File: src/rtl/lts_pkg.sv
package lts_pkg;
  typedef enum logic [1:0] {
    OS_TS1   = 2'd0,
    OS_TS2   = 2'd1,
    OS_IDLE  = 2'd2,
    OS_OTHER = 2'd3
  } os_kind_e;

  typedef enum logic [3:0] {
    ST_DETECT   = 4'd0,
    ST_POLL_ACT = 4'd1,
    ST_POLL_CFG = 4'd2,
    ST_CFG_LINK = 4'd3,
    ST_CFG_LANE = 4'd4,
    ST_CFG_ACPT = 4'd5,
    ST_CFG_DONE = 4'd6,
    ST_IDLE_HS  = 4'd7,
    ST_L0       = 4'd8
  } trn_state_e;
endpackage

File: src/rtl/lts_sat_cnt.sv
module lts_sat_cnt #(
  parameter int W = 4
) (
  input  logic         clk_i,
  input  logic         rst_ni,
  input  logic         clr_i,
  input  logic         inc_i,
  output logic [W-1:0] cnt_o
);
  always_ff @(posedge clk_i or negedge rst_ni) begin
    if (!rst_ni)                     cnt_o <= '0;
    else if (clr_i)                  cnt_o <= '0;
    else if (inc_i && cnt_o != '1)   cnt_o <= cnt_o + 1'b1;
  end

  assert_no_wrap_R10: assert property (@(posedge clk_i) disable iff (!rst_ni)
    (cnt_o == '1 && !clr_i) |=> (cnt_o == '1));
endmodule

File: src/rtl/lts_phase_qual.sv
module lts_phase_qual
  import lts_pkg::*;
#(
  parameter logic [7:0] PAD         = 8'hF7,
  parameter logic [7:0] LOCAL_LANE  = 8'h00,
  parameter int         POLL_TX_MIN = 1024,
  parameter int         RUN_LONG    = 8,
  parameter int         RUN_SHORT   = 2,
  parameter int         TX_TAIL     = 16,
  parameter int         RXW         = 4,
  parameter int         TXW         = 11
) (
  input  trn_state_e     state_i,
  input  os_kind_e       rx_kind_i,
  input  logic [7:0]     rx_link_i,
  input  logic [7:0]     rx_lane_i,
  input  logic [7:0]     cap_link_i,
  input  logic [7:0]     cap_lane_i,
  output logic           hit_o,
  output logic           brk_o,
  output logic           tx_free_o,
  output logic           arm_on_hit_o,
  output logic           cap_link_en_o,
  output logic           cap_lane_en_o,
  output logic [RXW-1:0] rx_need_o,
  output logic [TXW-1:0] tx_need_o,
  output logic           tx_vld_o,
  output os_kind_e       tx_kind_o,
  output logic [7:0]     tx_link_o,
  output logic [7:0]     tx_lane_o
);
  logic link_ok, lane_ok, link_match, lane_match;
  assign link_ok    = (rx_link_i != PAD);
  assign lane_ok    = (rx_lane_i != PAD);
  assign link_match = (rx_link_i == cap_link_i) && link_ok;
  assign lane_match = (rx_lane_i == cap_lane_i) && lane_ok;

  always_comb begin
    hit_o         = 1'b0;
    brk_o         = 1'b0;
    tx_free_o     = 1'b0;
    arm_on_hit_o  = 1'b0;
    cap_link_en_o = 1'b0;
    cap_lane_en_o = 1'b0;
    rx_need_o     = RXW'(RUN_LONG);
    tx_need_o     = '0;
    tx_vld_o      = 1'b1;
    tx_kind_o     = OS_IDLE;
    tx_link_o     = PAD;
    tx_lane_o     = PAD;
    unique case (state_i)
      ST_DETECT: tx_vld_o = 1'b0;
      ST_POLL_ACT: begin
        hit_o     = (rx_kind_i == OS_TS1) || (rx_kind_i == OS_TS2);
        tx_free_o = 1'b1;
        tx_need_o = TXW'(POLL_TX_MIN);
        tx_kind_o = OS_TS1;
      end
      ST_POLL_CFG: begin
        hit_o        = (rx_kind_i == OS_TS2);
        brk_o        = !hit_o;
        arm_on_hit_o = 1'b1;
        tx_need_o    = TXW'(TX_TAIL);
        tx_kind_o    = OS_TS2;
      end
      ST_CFG_LINK: begin
        hit_o         = (rx_kind_i == OS_TS1) && link_ok;
        brk_o         = !hit_o;
        cap_link_en_o = 1'b1;
        rx_need_o     = RXW'(RUN_SHORT);
        tx_kind_o     = OS_TS1;
      end
      ST_CFG_LANE: begin
        hit_o     = (rx_kind_i == OS_TS1) && link_match && lane_ok;
        brk_o     = !hit_o;
        rx_need_o = RXW'(RUN_SHORT);
        tx_kind_o = OS_TS1;
        tx_link_o = cap_link_i;
      end
      ST_CFG_ACPT: begin
        hit_o         = (rx_kind_i == OS_TS2) && link_match && lane_ok;
        brk_o         = !hit_o;
        cap_lane_en_o = 1'b1;
        rx_need_o     = RXW'(RUN_SHORT);
        tx_kind_o     = OS_TS1;
        tx_link_o     = cap_link_i;
        tx_lane_o     = LOCAL_LANE;
      end
      ST_CFG_DONE: begin
        hit_o        = (rx_kind_i == OS_TS2) && link_match && lane_match;
        brk_o        = !hit_o;
        arm_on_hit_o = 1'b1;
        tx_need_o    = TXW'(TX_TAIL);
        tx_kind_o    = OS_TS2;
        tx_link_o    = cap_link_i;
        tx_lane_o    = cap_lane_i;
      end
      ST_IDLE_HS, ST_L0: begin
        hit_o        = (rx_kind_i == OS_IDLE);
        brk_o        = !hit_o;
        arm_on_hit_o = 1'b1;
        tx_need_o    = TXW'(TX_TAIL);
      end
      default: tx_vld_o = 1'b0;
    endcase
  end
endmodule

File: src/rtl/lts_seq.sv
module lts_seq
  import lts_pkg::*;
#(
  parameter logic [7:0] PAD         = 8'hF7,
  parameter logic [7:0] LOCAL_LANE  = 8'h00,
  parameter int         POLL_TX_MIN = 1024,
  parameter int         RUN_LONG    = 8,
  parameter int         RUN_SHORT   = 2,
  parameter int         TX_TAIL     = 16,
  parameter int         TMO_W       = 16
) (
  input  logic             clk_i,
  input  logic             rst_ni,
  input  logic             rx_detected_i,
  input  logic [TMO_W-1:0] timeout_lim_i,
  input  logic             rx_valid_i,
  input  logic [1:0]       rx_type_i,
  input  logic [7:0]       rx_link_i,
  input  logic [7:0]       rx_lane_i,
  output logic             tx_valid_o,
  input  logic             tx_ready_i,
  output logic [1:0]       tx_type_o,
  output logic [7:0]       tx_link_o,
  output logic [7:0]       tx_lane_o,
  output logic             link_up_o
);
  localparam int RXW    = $clog2(RUN_LONG + 1);
  localparam int TX_MAX = (POLL_TX_MIN > TX_TAIL) ? POLL_TX_MIN : TX_TAIL;
  localparam int TXW    = $clog2(TX_MAX + 1);

  trn_state_e     state, state_d;
  logic [7:0]     cap_link, cap_lane;
  logic           armed;
  logic [RXW-1:0] rx_cnt, rx_need;
  logic [TXW-1:0] tx_cnt, tx_need;
  logic [TMO_W-1:0] tmr;
  logic hit, brk, tx_free, arm_on_hit, cap_link_en, cap_lane_en;
  logic rx_ev, rx_met, tx_met, tx_fire, training, tmo, adv, phase_clr;
  os_kind_e tx_kind;

  lts_phase_qual #(
    .PAD(PAD), .LOCAL_LANE(LOCAL_LANE), .POLL_TX_MIN(POLL_TX_MIN),
    .RUN_LONG(RUN_LONG), .RUN_SHORT(RUN_SHORT), .TX_TAIL(TX_TAIL),
    .RXW(RXW), .TXW(TXW)
  ) u_qual (
    .state_i(state), .rx_kind_i(os_kind_e'(rx_type_i)),
    .rx_link_i(rx_link_i), .rx_lane_i(rx_lane_i),
    .cap_link_i(cap_link), .cap_lane_i(cap_lane),
    .hit_o(hit), .brk_o(brk), .tx_free_o(tx_free), .arm_on_hit_o(arm_on_hit),
    .cap_link_en_o(cap_link_en), .cap_lane_en_o(cap_lane_en),
    .rx_need_o(rx_need), .tx_need_o(tx_need),
    .tx_vld_o(tx_valid_o), .tx_kind_o(tx_kind),
    .tx_link_o(tx_link_o), .tx_lane_o(tx_lane_o)
  );

  assign tx_type_o = tx_kind;
  assign link_up_o = (state == ST_L0);

  assign training  = (state != ST_DETECT) && (state != ST_L0);
  assign rx_ev     = rx_valid_i && hit;
  assign rx_met    = (rx_cnt >= rx_need);
  assign tx_met    = (tx_cnt >= tx_need);
  assign tx_fire   = tx_valid_o && tx_ready_i;
  assign tmo       = training && (timeout_lim_i != '0) && (tmr >= timeout_lim_i);
  assign adv       = training && rx_met && tx_met && !tmo;
  assign phase_clr = tmo || adv || (state == ST_DETECT);

  // run target, once reached, is not undone by later breaking sets
  lts_sat_cnt #(.W(RXW)) u_rx_cnt (
    .clk_i, .rst_ni,
    .clr_i(phase_clr || (rx_valid_i && brk && !rx_met)),
    .inc_i(rx_ev), .cnt_o(rx_cnt)
  );

  lts_sat_cnt #(.W(TXW)) u_tx_cnt (
    .clk_i, .rst_ni, .clr_i(phase_clr),
    .inc_i(tx_fire && (tx_free || armed || (arm_on_hit && rx_ev))),
    .cnt_o(tx_cnt)
  );

  lts_sat_cnt #(.W(TMO_W)) u_tmr (
    .clk_i, .rst_ni, .clr_i(!training || adv || tmo),
    .inc_i(training), .cnt_o(tmr)
  );

  always_comb begin
    state_d = state;
    if (state == ST_DETECT) begin
      if (rx_detected_i) state_d = ST_POLL_ACT;
    end else if (tmo) begin
      state_d = ST_DETECT;
    end else if (adv) begin
      unique case (state)
        ST_POLL_ACT: state_d = ST_POLL_CFG;
        ST_POLL_CFG: state_d = ST_CFG_LINK;
        ST_CFG_LINK: state_d = ST_CFG_LANE;
        ST_CFG_LANE: state_d = ST_CFG_ACPT;
        ST_CFG_ACPT: state_d = ST_CFG_DONE;
        ST_CFG_DONE: state_d = ST_IDLE_HS;
        ST_IDLE_HS:  state_d = ST_L0;
        default:     state_d = state;
      endcase
    end
  end

  always_ff @(posedge clk_i or negedge rst_ni) begin
    if (!rst_ni) begin
      state    <= ST_DETECT;
      cap_link <= PAD;
      cap_lane <= PAD;
      armed    <= 1'b0;
    end else begin
      state <= state_d;
      if (phase_clr)                    armed <= 1'b0;
      else if (arm_on_hit && rx_ev)     armed <= 1'b1;
      if (tmo || state == ST_DETECT) begin
        cap_link <= PAD;
        cap_lane <= PAD;
      end else begin
        if (cap_link_en && rx_ev) cap_link <= rx_link_i;
        if (cap_lane_en && rx_ev) cap_lane <= rx_lane_i;
      end
    end
  end

  assert_up_sends_R1: assert property (@(posedge clk_i) disable iff (!rst_ni)
    link_up_o |-> tx_valid_o);
  assert_poll_tx_floor_R2: assert property (@(posedge clk_i) disable iff (!rst_ni)
    (state == ST_POLL_CFG && $past(state) == ST_POLL_ACT) |-> ($past(tx_cnt) >= TXW'(POLL_TX_MIN)));
  assert_poll_run_R3: assert property (@(posedge clk_i) disable iff (!rst_ni)
    (state == ST_CFG_LINK && $past(state) == ST_POLL_CFG) |-> ($past(rx_cnt) >= RXW'(RUN_LONG)));
  assert_up_sticky_R8: assert property (@(posedge clk_i) disable iff (!rst_ni)
    link_up_o |=> link_up_o);
  assert_timeout_detect_R9: assert property (@(posedge clk_i) disable iff (!rst_ni)
    tmo |=> (state == ST_DETECT && !tx_valid_o));
  assert_rx_strobe_R10: assert property (@(posedge clk_i) disable iff (!rst_ni)
    (!rx_valid_i && !adv && !tmo) |=> $stable(rx_cnt));
  assert_tx_handshake_R10: assert property (@(posedge clk_i) disable iff (!rst_ni)
    (!tx_fire && !adv && !tmo && state != ST_DETECT) |=> $stable(tx_cnt));
endmodule

File: config.mk
export PLATFORM = sky130hd
export DESIGN_NAME = lts_seq
export DESIGN_NICKNAME = d
export VERILOG_FILES = /design/src/rtl/lts_pkg.sv /design/src/rtl/lts_sat_cnt.sv /design/src/rtl/lts_phase_qual.sv /design/src/rtl/lts_seq.sv
export SDC_FILE = /design/constraint.sdc
export NUM_CORES = 1
export LEC_CHECK = 0
export ABC_AREA = 1
export BUFFER_PORTS_ARGS = -buffer_cell sky130_fd_sc_hd__buf_2
export CORE_ASPECT_RATIO = 0.5
export CORE_MARGIN = 2
export CORE_UTILIZATION = 58
export DETAILED_ROUTE_END_ITERATION = 6
export HOLD_SLACK_MARGIN = 0.05
export PLACE_DENSITY = 0.82
export SLEW_MARGIN = 30
export SYNTH_ARGS = -nofsm -noshare
export SYNTH_HDL_FRONTEND = slang
export SYNTH_SLANG_ARGS = --single-unit
File: constraint.sdc
create_clock -name clk_i -period 3.2 [get_ports clk_i]
set_input_delay 0.16 -clock clk_i [delete_from_list [all_inputs] [get_ports clk_i]]
set_output_delay 0.16 -clock clk_i [all_outputs]
set_load 0.03 [all_outputs]
==> qor.yml, run 1 <==
syn-num-nets: 617
setup_viol: 0
ys_types: 38
synth_top_family_by_area: "simple AND/OR/NAND/NOR gates"
cts.clk_slew.worst_paths_ns: 0.07
numClockSinks: 52
crit_buf_inv: 1
dpl.hpwl_um: 6640
worstSkewPairLatency_ns: 0.29
synth_warnings: 0
outcome: "finished, final reports clean"
crit_type: "register to register"
drc_errors: 0
cp_cell_sequence: "nor2_2 -> nand2_2 -> nor2_4 -> nor2_1 -> o21ai_0 -> ha_1 -> nand4_1 -> nand3_1 -> a21o_1 -> nand3_1 -> inv_1 -> nor2_1 -> nand2_1 -> nor3_1"
h-tree-depth: 2
avgRoutedWirePerCell_um: 12.4
routed_wl_um: 8740
netlist.area_leader.share: 0.246
slowest_delay_ns: 0.46
io_buffers: 58
syn-instance-count: 554
yosysSeqAreaShare: 0.341
dr_total_vias: 3689
ir_worst_vdd_uv: 289
rows: 20
synthXorXnorAreaFrac: 0.0544
grt_first_pass_wirelength_um: 14900
grt-ovfl-total: 0
cts-buffers-inserted: 5
cts_tree: "done"
setup_slack_ns: 0.296
grt_pass1_vias: 3370
vias_per_cell: 5.24
fin_crit_sh: 0.907
worstSetupStartpoint: "state[1]$_DFFE_PN0P_"
synth_area_leaders: "dfrtp_1, nand2_1, dfstp_2"
slew_headroom: 0.557
cp_max_fo: 16
cp.required_ns: 3.40
min_from: "rx_lane_i[6]"
rsz0062_at_grt: "false"
crit_slowest_cell: "dfrtp_1"
dp_slack_ns: 0.384
io_pins: 59
r2r-start: "state[1]$_DFFE_PN0P_"
ctsResizeCount: 0
grt_usage: 0.257
cp-end-kind: "register"
grt_max_degree: 30
area_growth_pct: 13.7
yosys.area_share.simple: 0.319
synth_compound_area_frac: 0.110
netlist_area_mm2: 0.00387
diodes: 0
drive_gt1_frac: 0.154
dr.pass1.iters: 4
p_per_area_mw_per_mm2: 718
max_freq_ghz: 0.344
initial_core_util: 0.618
yosys.area.top_type: "dfrtp_1"
worst_ep_arrival_time_ns: 3.11
setup_tns_ns: 0
avgSynthCellArea_um2: 6.98
crit_path_start_kind: "register"
synth_mux_area_frac: 0
die_width_um: 119
worst_pin_slew_ns: 0.665
cts.path.max_buffers: 2
nets: 678
cpLargestDelayFamily: "simple AND/OR/NAND/NOR gates"
whs_ns: 0.127
cts-root-buf: "clkbuf_16"
fp.dieH_um: 61.7
ys_seq_elements: 52
drtAntennaViolNets: 0
fin_crit_ns: 2.90
drt_iter0_markers: 184
p_leak_nw: 2.31
synth_adder_area_share: 0.0776
cap_violations: 0
worstHoldPathType: "primary input to register"
fin_skew_ns: 0.00345
finalHoldViolCount: 0
grt_antenna_before_repair: 0
core_area_mm2: 0.00626
place.gp.congestion: 0.969
dieArea_mm2: 0.00738
maxSlewViolCount: 0
## flip-flops by register name (all words and copies together) (netlist names)
name and count:
u_rx_cnt.cnt_o 4, cap_lane 8, armed 1, u_tx_cnt.cnt_o 11, state 4, cap_link 8, u_tmr.cnt_o 16
## kinds of logic after synthesis
group	Yosys count
DFF	52
AOI/OAI and AO/OA	80
xor gates and xnor gates	24
adders and majority gates	24
and+or+nand+nor	279
buffers and inverters	95
## timing repair
item                      4_1_cts  5_1_grt
setup buffers                   0        0
hold buffers                    1        0
hold endpoints to repair       19        0
## layout by cell type, fill, tap and decap left out, drive strengths merged
cell,Yosys,final
nor3b,1,1
o21ai,39,39
dfstp,14,14
ha,24,24
o211ai,1,1
a21o,2,2
clkinvlp,0,1
or2,2,2
a21boi,1,1
xnor2,7,7
o221ai,1,1
nor2,63,63
nand4,19,19
xor2,17,17
buf,6,61
and3,1,1
inv,87,87
nor3,11,11
nand2,137,137
nor4,6,6
a31oi,3,3
dlygate4sd3,0,1
o21a,1,1
clkbuf,2,7
a21oi,29,29
o22ai,2,2
dfrtp,38,38
o21bai,1,1
nand3b,2,2
nand3,37,37
## through the flow
step / power [mW] / cell area (µm²) / instances / utilization
after floorplan: 2.20 / 3870 / 554 / -
after global placement: 2.56 / 4240 / 695 / 0.678
after detailed placement: 2.60 / 4240 / 695 / 0.678
after CTS: 3.17 / 4400 / 704 / 0.703
after global routing: 3.43 / 4400 / 704 / 0.703
final: 3.16 / 4400 / 704 / 0.703
## path summary, 6_finish.rpt
check	slack (ns)	cells after the start	endpoint
worst max register to register	0.30	14	u_tmr.cnt_o[0]$_DFFE_PN0P_
worst max-delay path	0.30	14	u_tmr.cnt_o[0]$_DFFE_PN0P_
min in group asynchronous	0.43	2	u_tx_cnt.cnt_o[7]$_DFFE_PN0P_
worst min-delay path	0.13	3	cap_lane[6]$_DFFE_PN1P_
worst min register to register	0.51	2	cap_link[5]$_DFFE_PN1P_
max in group asynchronous	1.94	3	cap_link[1]$_DFFE_PN1P_
## report_power, final
part | internal [mW] | leakage, nW | switching, mW
registers | 0.842 | 0.661 | 0.132
clock network | 0.312 | 0.0701 | 0.237
logic | 0.490 | 1.58 | 1.14
## tightest hold or removal path, cell delays in order
cell     delay, ns
buf_2         0.10
a21oi_1       0.06
o21ai_0       0.06
## area by class of cell
| class | count | area (µm²) |
|---|---|---|
| Tap cell | 88 | 110 |
| Clock buffer | 7 | 143 |
| Sequential cell | 52 | 1320 |
| Fill cell | 558 | 1860 |
| Timing Repair Buffer | 62 | 323 |
| Multi-Input combinational cell | 407 | 2170 |
| Inverter | 87 | 327 |
| Clock inverter | 1 | 7.51 |
## metal layers
| layer | share of wire | global-route usage |
|---|---|---|
| met1 | 0.49 | 0.344 |
| met2 | 0.45 | 0.434 |
| met3 | 0.043 | 0.0493 |
| met4 | 0.017 | 0.0924 |
| met5 | 0 | 0 |
## Yosys cell counts
master    instances
nor2_1           59
a21oi_1          29
dfrtp_1          38
clkbuf_1          2
nand3b_1          2
a21o_1            2
buf_1             1
nor4_1            6
o21bai_1          1
or2_2             1
nor3_1           11
a31oi_1           3
o211ai_1          1
ha_1             24
buf_6             2
a21boi_0          1
o21ai_0          36
dfstp_2          14
nand4_2           1
nand2_2           6
o22ai_1           2
nand4_1          18
o221ai_1          1
nor3b_1           1
o21ai_1           3
nor2_4            2
buf_2             2
nor2_2            2
nand3_1          36
nand2_1         131
o21a_1            1
nand3_2           1
or2_0             1
inv_1            87
and3_1            1
xor2_1           17
buf_4             1
xnor2_1           7
No activity file was read; power rests on OpenSTA's default activity.
==> run 2, diff against run 1 <==
--- a/config.mk
+++ b/config.mk
@@ -13,6 +13,7 @@
 export DETAILED_ROUTE_END_ITERATION = 6
 export HOLD_SLACK_MARGIN = 0.05
 export PLACE_DENSITY = 0.82
+export REMOVE_ABC_BUFFERS = 1
 export SLEW_MARGIN = 30
 export SYNTH_ARGS = -nofsm -noshare
 export SYNTH_HDL_FRONTEND = slang
==> constraint.sdc (replaced) <==
create_clock -name clk_i -period 3.2 [get_ports clk_i]
set_input_delay 0.16 -clock clk_i [delete_from_list [all_inputs] [get_ports clk_i]]
set_output_delay 0.16 -clock clk_i [all_outputs]
set_load 0.02 [all_outputs]
==> qor.yml, run 2 (synthesized netlist as in run 1, its figures left out) <==
outcome: "finished, final reports clean"
core_area_mm2: 0.00626  # unchanged
cts-root-buf: "clkbuf_16"
multi_input_area_mm2: 0.00217  # unchanged
final_cell_mix: "nand2_1, inv_1, nor2_1"
routed_wl_um: 8990  # +2.9%
cts.clk_slew.worst_paths_ns: 0.07  # about the same
vias_per_cell: 5.32  # +1.6%
diodes: 0  # unchanged
final_area_mm2: 0.00443  # +0.74%
p_leak_nw: 2.33  # +0.84%
crit_path_start_kind: "register"
drt_iter0_markers: 201  # +9.2%
crit_buf_inv: 1  # unchanged
worstHoldPathType: "primary input to register"
cpLargestDelayFamily: "simple AND/OR/NAND/NOR gates"
finalHoldViolCount: 0  # unchanged
die_width_um: 119  # unchanged
crit_slowest_cell: "dfrtp_1"
area_growth_pct: 14.6
initial_core_util: 0.618  # unchanged
fin_skew_ns: 0.00490  # +0.00146 ns
whs_ns: 0.123  # -0.00487 ns
slew_headroom: 0.501  # -0.0558
cap_violations: 0  # unchanged
regMostFlops: "u_tmr.cnt_o"
fp.dieH_um: 61.7  # unchanged
placed_cell_area_mm2: 0.00425  # +0.35%
nets: 680  # +0.29%
slowest_delay_ns: 0.44  # -0.02 ns
worstSkewPairLatency_ns: 0.30  # about the same
crit_type: "register to register"
cts_tree: "done"
final_util: 0.708  # +0.00520
cp.required_ns: 3.41  # about the same
grt-ovfl-total: 0  # unchanged
place.gp.congestion: 0.929  # -4.1%
dpl.hpwl_um: 6740  # +1.5%
setup_viol: 0  # unchanged
n_fill_cell: 552  # -1.1%
power_mw: 3.20  # +1.3%
numClockSinks: 52  # unchanged
cp_cell_sequence: "nor2_2 -> nand2_2 -> nor2_4 -> nor2_1 -> o21ai_0 -> ha_1 -> nand2_1 -> nor3_1 -> nand3_1 -> a21o_1 -> nand3_1 -> inv_1 -> nor2_1 -> nand2_1 -> a21oi_1"
h-tree-depth: 2  # unchanged
worst_pin_slew_ns: 0.748  # +0.0836 ns
max_freq_ghz: 0.358  # +4.0%
cts_setup_buffers: 0  # unchanged
drtAntennaViolNets: 0  # unchanged
dr_total_vias: 3759  # +1.9%
grt_usage: 0.254  # -0.00265
rows: 20  # unchanged
ir_worst_vdd_uv: 426  # +47%
drive_gt1_frac: 0.159  # +0.00436
avgRoutedWirePerCell_um: 12.7  # +2.6%
grt_max_degree: 33  # +10%
grt_pass1_vias: 3418  # +1.4%
p_per_area_mw_per_mm2: 722  # +0.57%
fin_crit_ns: 2.79  # -0.111 ns
drc_errors: 0  # unchanged
setup_tns_ns: 0  # unchanged
final_common_cell: "nand2_1"
cp-end-kind: "register"
grt_first_pass_wirelength_um: 15000  # +0.56%
cts.path.max_buffers: 2  # unchanged
grt_antenna_before_repair: 0  # unchanged
largest_reg_flops: 16  # unchanged
cts-buffers-inserted: 5  # unchanged
worst_ep_arrival_time_ns: 3.00  # -0.11 ns
fin_crit_sh: 0.873  # -0.0347
maxSlewViolCount: 0  # unchanged
cp_max_fo: 16  # unchanged
top_regs: "u_tmr.cnt_o: 16 flops, u_tx_cnt.cnt_o: 11 flops"
io_pins: 59  # unchanged
regArea_mm2: 0.00132  # unchanged
io_buffers: 58  # unchanged
rsz0062_at_grt: "false"
ctsResizeCount: 0  # unchanged
dr.pass1.iters: 5  # +1
dieArea_mm2: 0.00738  # unchanged
## run 2: changes by cell type in the layout (fill, tap and decap cells not counted), sizes merged
| cell | delta |
|---|---|
| clkinv | +1 |
| clkbuf | -2 |
| bufinv | +1 |
| buf | +2 |
## run 2: final cells by class
type / count / area share
clock buffer: 5 / 0.0282
inverter: 87 / 0.0737
clock inverter: 3 / 0.00960
multi-input combinational: 407 / 0.490
timing repair buffer: 64 / 0.0762
sequential: 52 / 0.298
tap: 88 / 0.0248
## run 2: worst min-delay path: stages
cell and delay, ns:
buf_2 0.10, a21oi_1 0.06, o21ai_0 0.07
## run 2: repair_timing
item                                    4_1_cts  5_1_grt
endpoints found under the hold margin        18        0
hold buffers                                  1        0
endpoints found under the setup margin        0        0
## run 2: through the flow
step,setup slack (ns),instances
2_1_floorplan,0.00149,546
3_3_place_gp,0.554,697
3_5_place_dp,0.417,697
4_1_cts,0.405,706
5_1_grt,0.0220,706
6_report,0.407,706
## run 2: final timing paths
| path | startpoint | to | slack [ns] | cells after the start |
|---|---|---|---|---|
| worst max-delay path | state[1]$_DFFE_PN0P_ | u_tmr.cnt_o[3]$_DFFE_PN0P_ | 0.41 | 15 |
| worst min-delay path | rx_lane_i[6] | cap_lane[6]$_DFFE_PN1P_ | 0.12 | 3 |
| worst max register to register | state[1]$_DFFE_PN0P_ | u_tmr.cnt_o[3]$_DFFE_PN0P_ | 0.41 | 15 |
| worst min register to register | cap_link[4]$_DFFE_PN1P_ | cap_link[4]$_DFFE_PN1P_ | 0.51 | 2 |
| max in group asynchronous | rst_ni | cap_link[6]$_DFFE_PN1P_ | 1.92 | 3 |
| min in group asynchronous | rst_ni | u_tx_cnt.cnt_o[2]$_DFFE_PN0P_ | 0.47 | 2 |
## run 2: report_power, final
part	switching, mW	total [mW]	internal (mW)
registers	0.134	0.977	0.842
clock network	0.248	0.616	0.368
logic	1.09	1.61	0.515
## run 2: layer usage
layer	vias to the layer above	GRT usage	share of wire
li1	1928	-	-
met1	1731	0.348	0.48
met2	92	0.443	0.45
met3	8	0.0411	0.052
met4	0	0.0555	0.0087
met5	-	0	0
==> run 3, diff against run 2 <==
--- a/config.mk
+++ b/config.mk
@@ -9,12 +9,14 @@
 export BUFFER_PORTS_ARGS = -buffer_cell sky130_fd_sc_hd__buf_2
 export CORE_ASPECT_RATIO = 0.5
 export CORE_MARGIN = 2
-export CORE_UTILIZATION = 58
+export CORE_UTILIZATION = 60
 export DETAILED_ROUTE_END_ITERATION = 6
 export HOLD_SLACK_MARGIN = 0.05
-export PLACE_DENSITY = 0.82
+export PLACE_DENSITY = 0.83
 export REMOVE_ABC_BUFFERS = 1
+export SKIP_CTS_REPAIR_TIMING = 1
 export SLEW_MARGIN = 30
 export SYNTH_ARGS = -nofsm -noshare
 export SYNTH_HDL_FRONTEND = slang
+export SYNTH_HIERARCHICAL = 1
 export SYNTH_SLANG_ARGS = --single-unit
==> constraint.sdc (replaced) <==
create_clock -name clk_i -period 3.2 [get_ports clk_i]
set_input_delay 0.64 -clock clk_i [delete_from_list [all_inputs] [get_ports clk_i]]
set_output_delay 0.64 -clock clk_i [all_outputs]
set_load 0.02 [all_outputs]
==> qor.yml, run 3 <==
drive_gt1_frac: 0.182  # +0.0232
cp-end-kind: "register"
grt-ovfl-total: 0  # unchanged
synth_area_leaders: "dfrtp_1, nand2_1, inv_1"
cts-buffers-inserted: 5  # unchanged
max_freq_ghz: 0.346  # -3.4%
core_area_mm2: 0.00794  # +27%
place_inst: 907  # +30%
worst_ep_arrival_time_ns: 3.11  # +0.11 ns
cts-root-buf: "clkbuf_16"
synthXorXnorAreaFrac: 0.0179  # -0.0364
synth_top_family_by_area: "simple AND/OR/NAND/NOR gates"
rows: 23  # +15%
crit_slowest_cell: "dfrtp_1"
fin_skew_ns: 0.00965  # +0.00475 ns
cts.clk_slew.worst_paths_ns: 0.07  # about the same
synth_adder_area_share: 0.0871  # +0.00945
cts_tree: "done"
drt_iter0_markers: 271  # +35%
grt_usage: 0.260  # +0.00509
dpl.hpwl_um: 8330  # +24%
dieArea_mm2: 0.00892  # +21%
avgSynthCellArea_um2: 6.64  # -4.9%
slowest_delay_ns: 0.43  # about the same
ys_seq_elements: 52  # unchanged
placed_cell_area_mm2: 0.00527  # +24%
grt_first_pass_wirelength_um: 18900  # +27%
yosysSeqAreaShare: 0.270  # -0.0710
r2r_end: "u_tmr/cnt_o[11]$_DFFE_PN0P_"
yosys.area.top_type: "dfrtp_1"
rrSetupSlack_ns: 0.31  # -0.10 ns
die_width_um: 132  # +10%
synth_edf_count: 0  # unchanged
final_cell_mix: "nand2_1, inv_1, nor2_1"
worst_pin_slew_ns: 0.822  # +0.0739 ns
routed_wl_um: 10500  # +17%
final_cells: 915  # +30%
regMostFlops: "u_tmr/cnt_o"
p_leak_nw: 3.03  # +30%
r2r-start: "state[3]$_DFFE_PN0P_"
synth.most_common_cell: "nand2_1"
crit_top_cell: "nand2_1"
n_fill_cell: 681  # +23%
reg2reg_depth: 19  # +4
setup_viol: 0  # unchanged
crit_path_start_kind: "register"
largest_reg_flops: 16  # unchanged
p_per_area_mw_per_mm2: 551  # -24%
grt_antenna_before_repair: 0  # unchanged
place.gp.congestion: 0.857  # -7.8%
setup_tns_ns: 0  # unchanged
async_flop_share: 1.00  # unchanged
nets: 875  # +29%
crit_type: "register to register"
worstSkewPairLatency_ns: 0.29  # about the same
power_mw: 2.98  # -6.7%
cts.path.max_buffers: 2  # unchanged
diodes: 0  # unchanged
grt_pass1_vias: 4333  # +27%
netlist.area_leader.share: 0.195  # -0.0512
avgRoutedWirePerCell_um: 11.5  # -9.8%
io_pins: 59  # unchanged
io_buffers: 58  # unchanged
ys_types: 46  # +21%
fin_crit_sh: 0.903  # +0.0304
slew_headroom: 0.450  # -0.0513
initial_core_util: 0.615  # -0.00320
cp_max_fo: 9  # -7
dr_total_vias: 4577  # +22%
maxSlewViolCount: 0  # unchanged
netlist_area_mm2: 0.00488  # +26%
final_area_mm2: 0.00542  # +22%
vias_per_cell: 5.00  # -6.1%
ys_top_cells_by_count: "nand2_1, inv_1, nor2_1"
yosys.area_share.simple: 0.408  # +0.0885
h-tree-depth: 2  # unchanged
whs_ns: 0.321  # +0.199 ns
cp.required_ns: 3.42  # about the same
finalHoldViolCount: 0  # unchanged
area_growth_pct: 10.9
cap_violations: 0  # unchanged
regArea_mm2: 0.00132  # about the same
fp.dieH_um: 67.8  # +9.8%
top_regs: "u_tmr/cnt_o: 16 flops, u_tx_cnt/cnt_o: 11 flops"
dr.pass1.iters: 5  # unchanged
synth_compound_area_frac: 0.0758  # -0.0342
drc_errors: 0  # unchanged
synth_warnings: 6  # +6
worstHoldPathType: "primary input to asynchronous set/reset pin"
numClockSinks: 52  # unchanged
rsz0062_at_grt: "false"
multi_input_area_mm2: 0.00298  # +37%
fin_crit_ns: 2.89  # +0.0973 ns
syn-instance-count: 736  # +33%
final_common_cell: "nand2_1"
drtAntennaViolNets: 0  # unchanged
synth_ff_type: "dfrtp_1"
cp_cell_sequence: "inv_1 -> nand2_2 -> o21ai_1 -> inv_1 -> o21ai_0 -> inv_1 -> ha_1 -> nand2_1 -> nand2_1 -> nand2_1 -> nand2_1 -> nand2_1 -> nand4_1 -> nand2_1 -> nand3_1 -> inv_1 -> buf_4 -> nand4_1 -> nand2_1"
outcome: "finished, final reports clean"
grt_max_degree: 23  # -30%
synth_mux_area_frac: 0.0123  # +0.0123
ir_worst_vdd_uv: 259  # -39%
==> run 3: per-stage QoR <==
step                utilization  setup slack (ns)
finish                    0.682             0.310
global route              0.682            0.0171
CTS                       0.682             0.274
detailed placement        0.664             0.306
global placement          0.664             0.350
floorplan                     -             0.402
==> run 3: cell type report <==
class	instances	share of cell area
clock buffers	6	0.0238
clock inverters	2	0.00231
inverters	127	0.0899
multi-input cells	550	0.550
flip-flops and latches	52	0.244
well taps	112	0.0259
repair buffers	66	0.0647
==> run 3: cells by family after synthesis <==
| logic type | Yosys count |
|---|---|
| AOI/OAI and AO/OA | 59 |
| xor gates and xnor gates | 10 |
| adders and majority gates | 34 |
| buffers and inverters | 144 |
| DFF | 52 |
| muxes | 6 |
| other | 1 |
| and+or+nand+nor | 430 |
==> run 3: layer usage <==
metal,GRT usage,part of all wire,vias to the layer above
met5,0,0,-
met4,0.0557,0.0083,0
met3,0.0390,0.049,9
met2,0.475,0.45,112
met1,0.334,0.49,2029
li1,-,-,2427
==> run 3: worst max-delay path, delay by kind of cell, from the launching register on <==
kind / cells / cell delay [ns]
AO/OA/AOI/OAI: 2 / 0.31
adder cells (fa/ha/maj): 1 / 0.29
buffers and inverters: 5 / 0.73
flip-flops: 1 / 0.43
AND/OR/NAND/NOR: 11 / 1.06
==> run 3: worst max path at each step <==
| stage | startpoint | to | slack [ns] | depth (start not counted) |
|---|---|---|---|---|
| global placement | state[3]$_DFFE_PN0P_ | u_tx_cnt/cnt_o[2]$_DFFE_PN0P_ | 0.35 | 19 |
| detailed placement | state[3]$_DFFE_PN0P_ | u_tmr/cnt_o[11]$_DFFE_PN0P_ | 0.31 | 19 |
| finish | state[3]$_DFFE_PN0P_ | u_tmr/cnt_o[11]$_DFFE_PN0P_ | 0.31 | 19 |
| global route | state[3]$_DFFE_PN0P_ | u_tx_cnt/cnt_o[6]$_DFFE_PN0P_ | 0.02 | 18 |
| CTS | state[3]$_DFFE_PN0P_ | u_tmr/cnt_o[11]$_DFFE_PN0P_ | 0.27 | 19 |
| floorplan | state[3]$_DFFE_PN0P_ | u_tx_cnt/cnt_o[4]$_DFFE_PN0P_ | 0.40 | 18 |
==> run 3: where the power goes <==
group	total (mW)	internal (mW)	switching, mW
clock	0.533	0.289	0.243
sequential	0.886	0.766	0.120
combinational	1.56	0.515	1.05
total	2.98	1.57	1.41
